===== src/rtl/irq_stat_pkg.sv =====
package irq_stat_pkg;
  localparam int unsigned STAT_W = 8;

  localparam int unsigned B_MGMT     = 7;
  localparam int unsigned B_EARLY_RX = 6;
  localparam int unsigned B_PHY      = 5;
  localparam int unsigned B_RX_OVR   = 4;
  localparam int unsigned B_ALLOC    = 3;
  localparam int unsigned B_TX_EMPTY = 2;
  localparam int unsigned B_TX_DONE  = 1;
  localparam int unsigned B_RX       = 0;

  localparam logic [STAT_W-1:0] ACK_CLEARABLE = 8'hD6;
  localparam logic [STAT_W-1:0] STATUS_RESET  = 8'h04;
  localparam logic [STAT_W-1:0] MASK_RESET    = 8'h00;

  // Bits that a given acknowledge byte is allowed to clear.
  function automatic logic [STAT_W-1:0] f_ack_clear(input logic [STAT_W-1:0] data);
    return data & ACK_CLEARABLE;
  endfunction

  // Level request from status and mask.
  function automatic logic f_pending(input logic [STAT_W-1:0] st,
                                     input logic [STAT_W-1:0] mk);
    return |(st & mk);
  endfunction

  // Vector with one bit placed at index idx when cond holds.
  function automatic logic [STAT_W-1:0] f_bit_at(input logic cond, input int unsigned idx);
    logic [STAT_W-1:0] v;
    v = '0;
    v[idx] = cond;
    return v;
  endfunction
endpackage


===== src/rtl/irq_event_merge.sv =====
module irq_event_merge
  import irq_stat_pkg::*;
#(
  parameter int unsigned W = STAT_W
) (
  input  logic [W-1:0] evt_set,
  input  logic         txq_empty,
  input  logic         txdone_nonempty,
  input  logic         rx_pop,
  input  logic         rx_remain,
  output logic [W-1:0] set_vec,
  output logic [W-1:0] rx_clr_vec
);
  logic [W-1:0] level_vec;
  logic [W-1:0] rx_set_vec;

  always_comb begin
    level_vec  = f_bit_at(txq_empty, B_TX_EMPTY) | f_bit_at(txdone_nonempty, B_TX_DONE);
    rx_set_vec = f_bit_at(rx_pop && rx_remain, B_RX);
    rx_clr_vec = f_bit_at(rx_pop && !rx_remain, B_RX);
    set_vec    = evt_set | level_vec | rx_set_vec;
  end
endmodule


===== src/rtl/irq_ack_decode.sv =====
module irq_ack_decode
  import irq_stat_pkg::*;
#(
  parameter int unsigned W = STAT_W
) (
  input  logic         ack_we,
  input  logic [W-1:0] ack_data,
  input  logic         txdone_nonempty,
  output logic [W-1:0] ack_clr_vec,
  output logic         pop_o
);
  always_comb begin
    ack_clr_vec = ack_we ? f_ack_clear(ack_data) : '0;
    pop_o       = ack_we && ack_data[B_TX_DONE] && txdone_nonempty;
  end
endmodule


===== src/rtl/irq_status_reg.sv =====
module irq_status_reg
  import irq_stat_pkg::*;
#(
  parameter int unsigned   W         = STAT_W,
  parameter logic [W-1:0]  RESET_VAL = STATUS_RESET
) (
  input  logic         clk,
  input  logic         rst_n,
  input  logic [W-1:0] set_vec,
  input  logic [W-1:0] clr_vec,
  output logic [W-1:0] q
);
  for (genvar i = 0; i < W; i++) begin : g_bit
    always_ff @(posedge clk or negedge rst_n) begin
      if (!rst_n)          q[i] <= RESET_VAL[i];
      else if (set_vec[i]) q[i] <= 1'b1;
      else if (clr_vec[i]) q[i] <= 1'b0;
    end
  end
endmodule


===== src/rtl/irq_mask_out.sv =====
module irq_mask_out
  import irq_stat_pkg::*;
#(
  parameter int unsigned W = STAT_W
) (
  input  logic         clk,
  input  logic         rst_n,
  input  logic         mask_we,
  input  logic [W-1:0] mask_data,
  input  logic [W-1:0] status,
  output logic [W-1:0] mask_q,
  output logic         irq_o
);
  always_ff @(posedge clk or negedge rst_n) begin
    if (!rst_n)       mask_q <= MASK_RESET;
    else if (mask_we) mask_q <= mask_data;
  end

  assign irq_o = f_pending(status, mask_q);
endmodule


===== src/rtl/irq_status_ctrl.sv =====
module irq_status_ctrl
  import irq_stat_pkg::*;
#(
  parameter int unsigned W = STAT_W
) (
  input  logic         clk,
  input  logic         rst_n,
  input  logic [W-1:0] evt_set,
  input  logic         txq_empty,
  input  logic         txdone_nonempty,
  input  logic         rx_pop,
  input  logic         rx_remain,
  input  logic         ack_we,
  input  logic [W-1:0] ack_data,
  input  logic         mask_we,
  input  logic [W-1:0] mask_data,
  output logic [W-1:0] status_q,
  output logic [W-1:0] mask_q,
  output logic         irq_o,
  output logic         txdone_pop_o
);
  // Named internal events, visible to the bound checker.
  logic [W-1:0] set_vec;
  logic [W-1:0] rx_clr_vec;
  logic [W-1:0] ack_clr_vec;
  logic [W-1:0] clr_vec;

  irq_event_merge #(.W(W)) u_merge (
    .evt_set         (evt_set),
    .txq_empty       (txq_empty),
    .txdone_nonempty (txdone_nonempty),
    .rx_pop          (rx_pop),
    .rx_remain       (rx_remain),
    .set_vec         (set_vec),
    .rx_clr_vec      (rx_clr_vec)
  );

  irq_ack_decode #(.W(W)) u_ack (
    .ack_we          (ack_we),
    .ack_data        (ack_data),
    .txdone_nonempty (txdone_nonempty),
    .ack_clr_vec     (ack_clr_vec),
    .pop_o           (txdone_pop_o)
  );

  assign clr_vec = ack_clr_vec | rx_clr_vec;

  irq_status_reg #(.W(W), .RESET_VAL(STATUS_RESET)) u_stat (
    .clk     (clk),
    .rst_n   (rst_n),
    .set_vec (set_vec),
    .clr_vec (clr_vec),
    .q       (status_q)
  );

  irq_mask_out #(.W(W)) u_mask (
    .clk       (clk),
    .rst_n     (rst_n),
    .mask_we   (mask_we),
    .mask_data (mask_data),
    .status    (status_q),
    .mask_q    (mask_q),
    .irq_o     (irq_o)
  );
endmodule


===== config.mk =====
export PLATFORM = sky130hd
export DESIGN_NAME = irq_status_ctrl
export DESIGN_NICKNAME = d
export VERILOG_FILES = /design/src/rtl/irq_stat_pkg.sv /design/src/rtl/irq_event_merge.sv /design/src/rtl/irq_ack_decode.sv /design/src/rtl/irq_status_reg.sv /design/src/rtl/irq_mask_out.sv /design/src/rtl/irq_status_ctrl.sv
export SDC_FILE = /design/constraint.sdc
export NUM_CORES = 1
export LEC_CHECK = 0
export CORE_AREA = 2 2 39 41
export DETAILED_ROUTE_END_ITERATION = 12
export DIE_AREA = 0 0 41 43
export DONT_BUFFER_PORTS = 1
export PLACE_DENSITY_LB_ADDON = 0.08
export SYNTH_ARGS = -nofsm -noshare
export SYNTH_HDL_FRONTEND = slang
export SYNTH_SLANG_ARGS = --single-unit

===== constraint.sdc =====
create_clock -name clk -period 1 [get_ports clk]
set_input_delay 0.1 -clock clk [delete_from_list [all_inputs] [get_ports clk]]
set_output_delay 0.1 -clock clk [all_outputs]
set_load 0.005 [all_outputs]

==> results.ini <==
[route]
drtIter0Drc=4
route.detailed.drc=0
totalWireLength_mm=1.52
detail-route-antenna-nets=0
firstDrtPassIters=3
via_count=489
wl_per_cell_um=17.0
via_per_inst=5.49

[synthesis]
synthTopCellsByArea=dfrtp_1 59%, mux2_2 14%, a22oi_1 4.7%, dfstp_2 4.2%, a211o_1 4.2%
yosysTopAreaCellShare=0.593
yosys-top-cells-count=15 x dfrtp_1, 8 x mux2_2, 5 x nand2_1
synthDistinctLibCells=12
yosysMostFrequentCell=dfrtp_1
synth_top_area_cell=dfrtp_1
synth-main-ff-cell=dfrtp_1
async_reset_ff_frac=1.00
synth_cells=45
syn-num-nets=77
ys_ff_latch=16
synth-edff-count=0
postSynthAreaPerCell_um2=14.1
synth_area_um2=633
ys_seq_area_frac=0.634
yosys_warnings=0

[global_routing]
first_global_vias=535
grt_pass1_wl_mm=2.21
overflow=0
grt_max_degree=17
grt.total_usage=0.194
antenna_found_initial=0

[critical_path]
reg2reg_slack_ps=120
cp_cell_sequence=a22oi_2 > nand4_1
slowest_delay_ps=430
arrival_ps=1060
worstRegToRegCells=2
path_delay_family=flip-flops
end_kind=output port
crit_fanout=3
crit_slowest_cell=dfrtp_1
worstSetupPathType=reg -> out
regToRegStartpoint=u_stat.q[0]$_DFFE_PN0P_
worst-path-buf-inv=0
cp_data_required_time_ps=900
critPathLaunchType=flip-flop
r2r_end=u_stat.q[0]$_DFFE_PN0P_

[finish]
fin_nets=106
diodes=0
post-route-util=0.673
layout-drive-gt1-share=0.233
fillCellCount=94
syn2layout_area_growth_pct=47.0

[place]
port_buffers=0
place_ws_ps=128
gp_congestion=0.562

[clock_tree]
htreeDepth=1
cts_setup_buffers=0
worstSkewPairLatency_ps=280
cts.sink_count=16
cts_root_buffer=clkbuf_4
cts.path.max_buffers=2
cts_made_buffers=3
path_clk_slew_ps=90
cts_tree=built

[floorplan]
rows=14
die_w_um=41
fp.dieH_um=43
io-pin-count=50
die_area_um2=1760
core_um2=1380
floorplan.initialDensity=0.458

[timing]
fin_crit_sh=1.16
maxSlewViolCount=0
setup_viol=1
fmax_ghz=0.865
rsz0062_at_grt=yes
tightest_slew_ps=704
final.min_clock_period_ps=1160
finalClockSkew_ps=0
fin_hold_ws_ps=15.6
hold_violations=0
timing.final.ws_setup_ps=-156
relSlewSlack=0.529

[min_path]
hold_depth=2
hold_path_class=in -> reg
min_to=u_stat.q[1]$_DFFE_PN0P_
hold_path.startpoint=ack_data[1]

[status]
status=finished with violations
violations=setup timing

[run]
cap_violations=0

[pwr]
total_power_w=0.00126
powerDensity_nw_per_um2=1350
power.leakage_nw=0.384
vdd_drop_max_mv=0.813

==> kinds of logic (layout without fill, tap and decap cells) <==
logic type / Yosys count / in the layout / share of synthesized area
buffers and inverters: 1 / 29 / 0.0178
AO/OA/AOI/OAI: 10 / 10 / 0.125
flip-flops: 16 / 16 / 0.634
multiplexers: 8 / 8 / 0.142
AND/OR/NAND/NOR: 10 / 10 / 0.0810
==> power breakdown <==
| part | internal (W) | switching, W | total, W |
|---|---|---|---|
| Combinational | 0.000120 | 0.0000570 | 0.000177 |
| Clock | 0.000154 | 0.000181 | 0.000336 |
| Sequential | 0.000694 | 0.0000509 | 0.000745 |
| Total | 0.000968 | 0.000289 | 0.00126 |
==> sequential cells by signal, summed over array words and instances (netlist names) <==
signal,count
u_mask.mask_q,8
u_stat.q,8
==> through the flow <==
stage | cell area (µm²) | cells | setup TNS, ps
2_1_floorplan | 633 | 45 | 0
3_3_place_gp | 642 | 60 | 0
3_5_place_dp | 642 | 60 | 0
4_1_cts | 928 | 89 | -983
5_1_grt | 931 | 89 | -234
6_report | 931 | 89 | -156
==> how the worst max path moves through the flow <==
stage,slack [ps],cells past startpoint,end,startpoint
finish,-160,2,irq_o,u_stat.q[4]$_DFFE_PN0P_
global route,-230,2,irq_o,u_stat.q[4]$_DFFE_PN0P_
CTS,-170,2,irq_o,u_stat.q[4]$_DFFE_PN0P_
detailed placement,130,2,irq_o,u_stat.q[4]$_DFFE_PN0P_
global placement,120,2,irq_o,u_stat.q[4]$_DFFE_PN0P_
floorplan,170,2,u_stat.q[0]$_DFFE_PN0P_,u_stat.q[0]$_DFFE_PN0P_
==> cell usage in the layout (no fill, tap or decap), drive strengths merged <==
cell type,count
nand2,5
dlygate4sd3,24
or2,2
a22oi,4
a211o,3
clkbuf,4
dfstp,1
and3,1
dlymetal6s4s,1
mux2,8
nand4,1
dfrtp,15
nor2b,1
a21o,3
==> metal layers <==
layer	GRT usage	vias to the layer above	part of all wire
met5	0	-	0
met4	0.0800	0	0
met3	0.0419	0	0.082
met2	0.331	27	0.54
met1	0.219	240	0.38
li1	-	222	-
==> final cells by class <==
cell class / count / area, µm² / area share
Tap cell: 16 / 20.0 / 0.0215
Clock buffer: 4 / 26.3 / 0.0282
Timing Repair Buffer: 25 / 253 / 0.272
Sequential cell: 16 / 402 / 0.431
Multi-Input combinational cell: 28 / 230 / 0.247
==> timing repair <==
| item | CTS | global route |
|---|---|---|
| hold buffers | 25 | 0 |
| pin swaps | 1 | 0 |
| cloned | 0 | 0 |
| endpoints found under the hold margin | 32 | 0 |
| endpoints found under the setup margin | 1 | 9 |
| resized for setup | 2 | 1 |
Power figures use the tool's default switching activity.
